File: src/rtl/pgm_pkg.sv
package pgm_pkg;
  localparam logic [7:0] OP_WREN = 8'h06;
  localparam logic [7:0] OP_PROG = 8'h02;
  localparam int GO_BIT  = 4;
  localparam int INC_BIT = 7;

  typedef enum logic [2:0] {
    SEL_CMD  = 3'd0,
    SEL_A0   = 3'd1,
    SEL_A1   = 3'd2,
    SEL_A2   = 3'd3,
    SEL_BYTE = 3'd4,
    SEL_WORD = 3'd5,
    SEL_MODE = 3'd6,
    SEL_KEY  = 3'd7
  } reg_sel_t;

  typedef enum logic [2:0] {
    S_IDLE, S_WE_SEND, S_WE_WAIT, S_GAP, S_PP_SEND, S_PP_WAIT, S_FIN
  } seq_state_t;
endpackage

File: src/rtl/pgm_page_buf.sv
module pgm_page_buf #(
  parameter int WORDS = 64,
  parameter int DW    = 32,
  localparam int AW   = $clog2(WORDS)
) (
  input  logic          clk,
  input  logic          we,
  input  logic [AW-1:0] waddr,
  input  logic [DW-1:0] wdata,
  input  logic [AW-1:0] raddr,
  output logic [DW-1:0] rdata
);
  logic [DW-1:0] mem [WORDS];

  always_ff @(posedge clk) begin
    if (we) mem[waddr] <= wdata;
    rdata <= mem[raddr];
  end
endmodule

File: src/rtl/pgm_bit_shifter.sv
module pgm_bit_shifter #(
  parameter int BITS = 8,
  localparam int CW  = $clog2(BITS)
) (
  input  logic            clk,
  input  logic            rst,
  input  logic            load,
  input  logic [BITS-1:0] din,
  output logic            ready,
  output logic            sck,
  output logic            mosi
);
  logic            busy;
  logic [BITS-1:0] sh;
  logic [CW-1:0]   bitn;

  assign ready = !busy;

  always_ff @(posedge clk) begin
    if (rst) begin
      busy <= 1'b0;
      sck  <= 1'b0;
      mosi <= 1'b0;
      sh   <= '0;
      bitn <= '0;
    end else if (!busy) begin
      if (load) begin
        busy <= 1'b1;
        sh   <= din;
        mosi <= din[BITS-1];
        bitn <= '0;
        sck  <= 1'b0;
      end
    end else if (!sck) begin
      sck <= 1'b1;
    end else begin
      sck <= 1'b0;
      if (bitn == CW'(BITS-1)) begin
        busy <= 1'b0;
      end else begin
        bitn <= bitn + 1'b1;
        sh   <= {sh[BITS-2:0], 1'b0};
        mosi <= sh[BITS-2];
      end
    end
  end
endmodule

File: src/rtl/pgm_frame_seq.sv
module pgm_frame_seq
  import pgm_pkg::*;
#(
  parameter int PAGE_BYTES = 256,
  localparam int FRAME_MAX = PAGE_BYTES + 4,
  localparam int KW        = $clog2(FRAME_MAX + 1),
  localparam int BAW       = $clog2(PAGE_BYTES),
  localparam int WAW       = BAW - 2
) (
  input  logic           clk,
  input  logic           rst,
  input  logic           go,
  input  logic           page_mode,
  input  logic [23:0]    addr,
  input  logic [7:0]     single_byte,
  input  logic [31:0]    ram_rdata,
  output logic [WAW-1:0] ram_raddr,
  output logic           done,
  output logic           cs_n,
  output logic           sck,
  output logic           mosi
);
  seq_state_t    state;
  logic [KW-1:0] k;
  logic [KW-1:0] payload_idx;
  logic [KW-1:0] frame_last;
  logic [1:0]    lane;
  logic [7:0]    frame_byte;
  logic [7:0]    tx_byte;
  logic          sh_load;
  logic          sh_ready;

  assign payload_idx = k - KW'(4);
  assign ram_raddr   = payload_idx[BAW-1:2];
  assign lane        = payload_idx[1:0];
  assign frame_last  = page_mode ? KW'(FRAME_MAX) : KW'(5);
  assign done        = (state == S_FIN);

  always_comb begin
    case (k)
      KW'(0):  frame_byte = OP_PROG;
      KW'(1):  frame_byte = addr[23:16];
      KW'(2):  frame_byte = addr[15:8];
      KW'(3):  frame_byte = addr[7:0];
      default: frame_byte = page_mode ? ram_rdata[{lane, 3'b000} +: 8] : single_byte;
    endcase
  end

  assign tx_byte = (state == S_WE_SEND) ? OP_WREN : frame_byte;
  assign sh_load = (state == S_WE_SEND) || (state == S_PP_SEND);

  pgm_bit_shifter #(.BITS(8)) u_shift (
    .clk   (clk),
    .rst   (rst),
    .load  (sh_load),
    .din   (tx_byte),
    .ready (sh_ready),
    .sck   (sck),
    .mosi  (mosi)
  );

  always_ff @(posedge clk) begin
    if (rst) begin
      state <= S_IDLE;
      cs_n  <= 1'b1;
      k     <= '0;
    end else begin
      case (state)
        S_IDLE: if (go) begin
          cs_n  <= 1'b0;
          state <= S_WE_SEND;
        end
        S_WE_SEND: state <= S_WE_WAIT;
        S_WE_WAIT: if (sh_ready) begin
          cs_n  <= 1'b1;
          state <= S_GAP;
        end
        S_GAP: begin
          cs_n  <= 1'b0;
          k     <= '0;
          state <= S_PP_SEND;
        end
        S_PP_SEND: begin
          k     <= k + 1'b1;
          state <= S_PP_WAIT;
        end
        S_PP_WAIT: if (sh_ready) begin
          if (k == frame_last) begin
            cs_n  <= 1'b1;
            state <= S_FIN;
          end else begin
            state <= S_PP_SEND;
          end
        end
        default: state <= S_IDLE;
      endcase
    end
  end
endmodule

File: src/rtl/pgm_flash_writer.sv
module pgm_flash_writer
  import pgm_pkg::*;
#(
  parameter int         PAGE_BYTES = 256,
  parameter logic [7:0] GUARD_KEY  = 8'h30,
  localparam int        WORDS      = PAGE_BYTES / 4,
  localparam int        PTR_W      = $clog2(WORDS)
) (
  input  logic        clk,
  input  logic        rst,
  input  logic        reg_we,
  input  logic [2:0]  reg_sel,
  input  logic [31:0] reg_wdata,
  output logic [7:0]  cmd_q,
  output logic        spi_cs_n,
  output logic        spi_sck,
  output logic        spi_mosi
);
  logic             cmd_go, cmd_inc, go_q;
  logic [23:0]      addr_q;
  logic [7:0]       byte_q, key_q;
  logic             mode_q;
  logic [PTR_W-1:0] fill_ptr;
  logic [PTR_W-1:0] rd_ptr;
  logic [31:0]      rd_word;
  logic             wr_ok, buf_we, seq_done;

  assign wr_ok  = reg_we && !cmd_go;
  assign buf_we = wr_ok && (reg_sel_t'(reg_sel) == SEL_WORD);
  assign cmd_q  = {cmd_inc, 2'b00, cmd_go, 4'b0000};

  always_ff @(posedge clk) begin
    if (rst) begin
      cmd_go   <= 1'b0;
      cmd_inc  <= 1'b0;
      go_q     <= 1'b0;
      addr_q   <= '0;
      byte_q   <= '0;
      key_q    <= '0;
      mode_q   <= 1'b0;
      fill_ptr <= '0;
    end else begin
      go_q <= 1'b0;
      if (wr_ok) begin
        case (reg_sel_t'(reg_sel))
          SEL_CMD: if (reg_wdata[GO_BIT] && key_q == GUARD_KEY) begin
            cmd_go  <= 1'b1;
            cmd_inc <= reg_wdata[INC_BIT];
            go_q    <= 1'b1;
          end
          SEL_A0:   addr_q[7:0]   <= reg_wdata[7:0];
          SEL_A1:   addr_q[15:8]  <= reg_wdata[7:0];
          SEL_A2:   addr_q[23:16] <= reg_wdata[7:0];
          SEL_BYTE: byte_q        <= reg_wdata[7:0];
          SEL_WORD: fill_ptr      <= fill_ptr + 1'b1;
          SEL_MODE: mode_q        <= reg_wdata[0];
          SEL_KEY:  key_q         <= reg_wdata[7:0];
          default: ;
        endcase
      end
      if (seq_done) begin
        cmd_go  <= 1'b0;
        cmd_inc <= 1'b0;
        if (mode_q)       fill_ptr <= '0;
        else if (cmd_inc) addr_q   <= addr_q + 1'b1;
      end
    end
  end

  pgm_page_buf #(.WORDS(WORDS), .DW(32)) u_buf (
    .clk   (clk),
    .we    (buf_we),
    .waddr (fill_ptr),
    .wdata (reg_wdata),
    .raddr (rd_ptr),
    .rdata (rd_word)
  );

  pgm_frame_seq #(.PAGE_BYTES(PAGE_BYTES)) u_seq (
    .clk         (clk),
    .rst         (rst),
    .go          (go_q),
    .page_mode   (mode_q),
    .addr        (addr_q),
    .single_byte (byte_q),
    .ram_rdata   (rd_word),
    .ram_raddr   (rd_ptr),
    .done        (seq_done),
    .cs_n        (spi_cs_n),
    .sck         (spi_sck),
    .mosi        (spi_mosi)
  );
endmodule

File: config.mk
export PLATFORM = sky130hd
export DESIGN_NAME = pgm_flash_writer
export DESIGN_NICKNAME = d
export VERILOG_FILES = /design/src/rtl/pgm_pkg.sv /design/src/rtl/pgm_page_buf.sv /design/src/rtl/pgm_bit_shifter.sv /design/src/rtl/pgm_frame_seq.sv /design/src/rtl/pgm_flash_writer.sv
export SDC_FILE = /design/constraint.sdc
export NUM_CORES = 2
export LEC_CHECK = 0
export BUFFER_PORTS_ARGS = -buffer_cell sky130_fd_sc_hd__buf_4
export CAP_MARGIN = 10
export CORE_MARGIN = 2
export CORE_UTILIZATION = 25
export CTS_CLUSTER_DIAMETER = 120
export DETAILED_ROUTE_END_ITERATION = 10
export RECOVER_POWER = 100
export SYNTH_ARGS = -nofsm -noshare
export SYNTH_HDL_FRONTEND = slang
export SYNTH_SLANG_ARGS = --single-unit
File: constraint.sdc
create_clock -name clk -period 4 [get_ports clk]
set_input_delay 0.2 -clock clk [delete_from_list [all_inputs] [get_ports clk]]
set_output_delay 0.2 -clock clk [all_outputs]
set_load 0.05 [all_outputs]
==> flow_summary.yaml <==
synth:
  synth.avg_cell_area_um2: 21.88
  synth_top_area_frac: 0.7377
  synthCells: 3810
  yosysWarnings: 0
  ys_types: 74
  synth_ff_type: "edfxtp_1"
  syn-cell-area_mm2: 0.08336
  synth_area_leaders: "edfxtp_1, mux4_2, dfxtp_1"
  ys_ff_latch: 2156
  yosysTopAreaCell: "edfxtp_1"
  yosysSeqAreaShare: 0.7637
  async_flop_share: 0
  synth-edff-count: 2048
global_route:
  grt_pass1_wl_um: 310700
  grt_max_degree: 85
  grt_antenna_before_repair: 35
  track_usage: 0.1269
  first_global_vias: 41144
  grt_overflow: 0
cts:
  clkTransAtPathRegs_ns: 0.06
  clock_sinks: 2156
  postCtsSetupBuffers: 0
  clock_latency_ns: 0.90
  htreeDepth: 4
  cts_made_buffers: 213
  cts-root-buf: "clkbuf_16"
  cts_tree: "yes"
  cts.path.max_buffers: 3
placed_design:
  placedCellCount: 8200
  hpwl_um: 121300
  port_buffers: 42
  gp_congestion: 0.7841
  placed_area_mm2: 0.09050
detailed_routing:
  vias: 41298
  antenna_left: 0
  drt_pass1_iterations: 5
  drt_iter0_drc: 5605
  drc: 0
  wl_per_cell_um: 25.30
  routed_wl_um: 219300
  vias_per_cell: 4.763
cells_and_area:
  drive_above_1_share: 0.2767
  final_area_mm2: 0.09774
  areaGrowthSynthToFinish_pct: 17.24
  mostFrequentLayoutCells: "edfxtp_1, mux4_2, clkbuf_16"
  final_common_cell: "edfxtp_1"
  fin_cells: 8670
  finalNetCount: 4126
sta:
  worst_pin_slew_ns: 3.738
  rsz0062_at_grt: "false"
  fin_crit_ns: 3.979
  finalCritPeriodShare: 0.9947
  slew_headroom: -1.492
  finalHoldViolCount: 0
  skew_ns: 0.07059
  slew_violations: 2063
  finalSetupViolCount: 0
  fmax_ghz: 0.2513
min_path:
  holdPathEnd: "byte_q[3]$_SDFFE_PP0P_"
  hp-class: "primary input to flip-flop"
  min_path_cells: 5
  hold_path_startpoint: "reg_sel[0]"
pwr:
  pwr-share-seq: 0.539
  p_clk_frac: 0.450
  switching_share: 0.2018
  p_per_area_mw_per_mm2: 469.9
  switchingPower_uw: 9267
  irDropWorstVdd_mv: 0.4309
  p_int_uw: 36660
  comb_power_share: 0.011
  p_leak_uw: 0.02888
setup_path:
  worst_setup_path_start_kind: "flip-flop"
  critical_path_peak_fanout: 49
  rr_worst_depth: 8
  timing.rr.start: "u_seq.k[3]$_SDFFE_PP0P_"
  cp_data_required_time_ns: 4.69
  reg2reg_to: "u_buf.rdata[29]$_DFF_P_"
  r2r_slack_ns: 0.02
  cp-end-kind: "flip-flop"
  crit_arrival_ns: 4.67
  path_class: "flip-flop to flip-flop"
floorplanning:
  coreArea_mm2: 0.3326
  rows: 212
  die_x_um: 581.5
  die_area_mm2: 0.3381
  die_h_um: 581.5
  initial_core_util: 0.2506
  boundaryPins: 49
outcome:
  violations: "capacitance limit, slew limit"
  status: "finished, violations left"
run:
  maxCapViolations: 33
[worst max-delay path by stage]
| stage | startpoint | end | cells after the start |
|---|---|---|---|
| after floorplan | u_seq.k[2]$_SDFFE_PP0P_ | u_buf.rdata[15]$_DFF_P_ | 14 |
| after global placement | u_seq.k[2]$_SDFFE_PP0P_ | u_buf.rdata[17]$_DFF_P_ | 8 |
| after detailed placement | u_seq.k[2]$_SDFFE_PP0P_ | u_buf.rdata[17]$_DFF_P_ | 8 |
| after CTS | u_seq.k[2]$_SDFFE_PP0P_ | u_buf.rdata[5]$_DFF_P_ | 8 |
| after global routing | cmd_go$_SDFFE_PP0P_ | u_buf.mem[48][10]$_DFFE_PP_ | 6 |
| final | u_seq.k[3]$_SDFFE_PP0P_ | u_buf.rdata[29]$_DFF_P_ | 8 |
[per-layer routing]
| metal | up-vias | GRT usage | wire length, um |
|---|---|---|---|
| li1 | 16719 | - | - |
| met1 | 22408 | 0.1766 | 91600 |
| met4 | 12 | 0.03418 | 5841 |
| met3 | 325 | 0.02678 | 18600 |
| met2 | 1834 | 0.2005 | 103200 |
| met5 | - | 0 | 73 |
[power groups by stage]
stage / sequential (uW) / clock [uW] / combinational, uW
2_1_floorplan: 25200 / 0 / 68.0
3_3_place_gp: 25200 / 0 / 459
3_5_place_dp: 25200 / 0 / 494
4_1_cts: 24700 / 21000 / 534
5_1_grt: 24800 / 21900 / 554
6_report: 24800 / 20700 / 507
[Yosys cell counts (all sizes together) (12+ instances only)]
| cell type | n |
|---|---|
| mux4 | 596 |
| ha | 12 |
| mux2i | 47 |
| a22o | 15 |
| o311ai | 15 |
| o221ai | 15 |
| inv | 14 |
| a211oi | 21 |
| dfxtp | 108 |
| nand3 | 92 |
| clkbuf | 118 |
| edfxtp | 2048 |
| nor3 | 21 |
| a2bb2oi | 13 |
| a22oi | 43 |
| and3 | 22 |
| a311oi | 18 |
| buf | 112 |
| nor2 | 149 |
| o21ai | 48 |
| a21oi | 36 |
| nand2 | 94 |
| a21boi | 13 |
[registers in the layout, summed over array words and instances, names as in the netlist]
name                flops
u_buf.mem            2048
u_buf.rdata            32
key_q                   8
u_seq.u_shift.mosi      1
fill_ptr                6
mode_q                  1
cmd_inc                 1
u_seq.u_shift.sh        7
u_seq.cs_n              1
u_seq.state             3
cmd_go                  1
u_seq.u_shift.busy      1
u_seq.u_shift.bitn      3
go_q                    1
byte_q                  8
u_seq.k                 9
u_seq.u_shift.sck       1
addr_q                 24
[critical path, cell delays in order, from the launching register on]
cell     delay, ns
dfxtp_1       0.63
inv_1         0.23
ha_4          0.40
buf_12        0.18
buf_12        0.28
mux4_2        0.38
mux4_2        0.52
a22oi_1       0.94
nand2_1       0.13
[repair_timing]
item,in CTS,in global routing
hold buffers,48,0
hold endpoints to repair,1970,0
setup endpoints to repair,2,3
gates resized for setup,2,3
[stage by stage]
step / power [uW] / setup WS, ns / util / TNS, ns / hold WS, ns
floorplan: 25260 / 0.5867 / - / 0 / 0.2989
global placement: 25650 / -0.1025 / 0.2721 / -0.1780 / 0.4426
finish: 45920 / 0.02109 / 0.2938 / 0 / 0.4053
detailed placement: 25690 / -0.09291 / 0.2721 / -0.09291 / 0.4536
CTS: 46250 / 0.03293 / 0.2957 / 0 / 0.3495
global route: 47180 / 0.01220 / 0.2937 / 0 / 0.4208
[final cells by class]
class	count	area, um^2
antenna	19	47.55
clock buffer	277	5700
clock inverter	126	1655
fill	32269	234900
inverter	14	52.55
multi-input combinational	1415	18940
sequential	2156	63660
tap	4387	5489
timing repair buffer	276	2193
[cells by family after synthesis]
family,share of synthesized area
flops,0.7637
mux,0.1672
simple gates,0.02585
compound gates,0.02562
buf+inv,0.01468
fa+ha+maj,0.001801
xor+xnor,0.001156
other cells,0.00004498
Note: power is estimated with default switching activity, not from simulation.
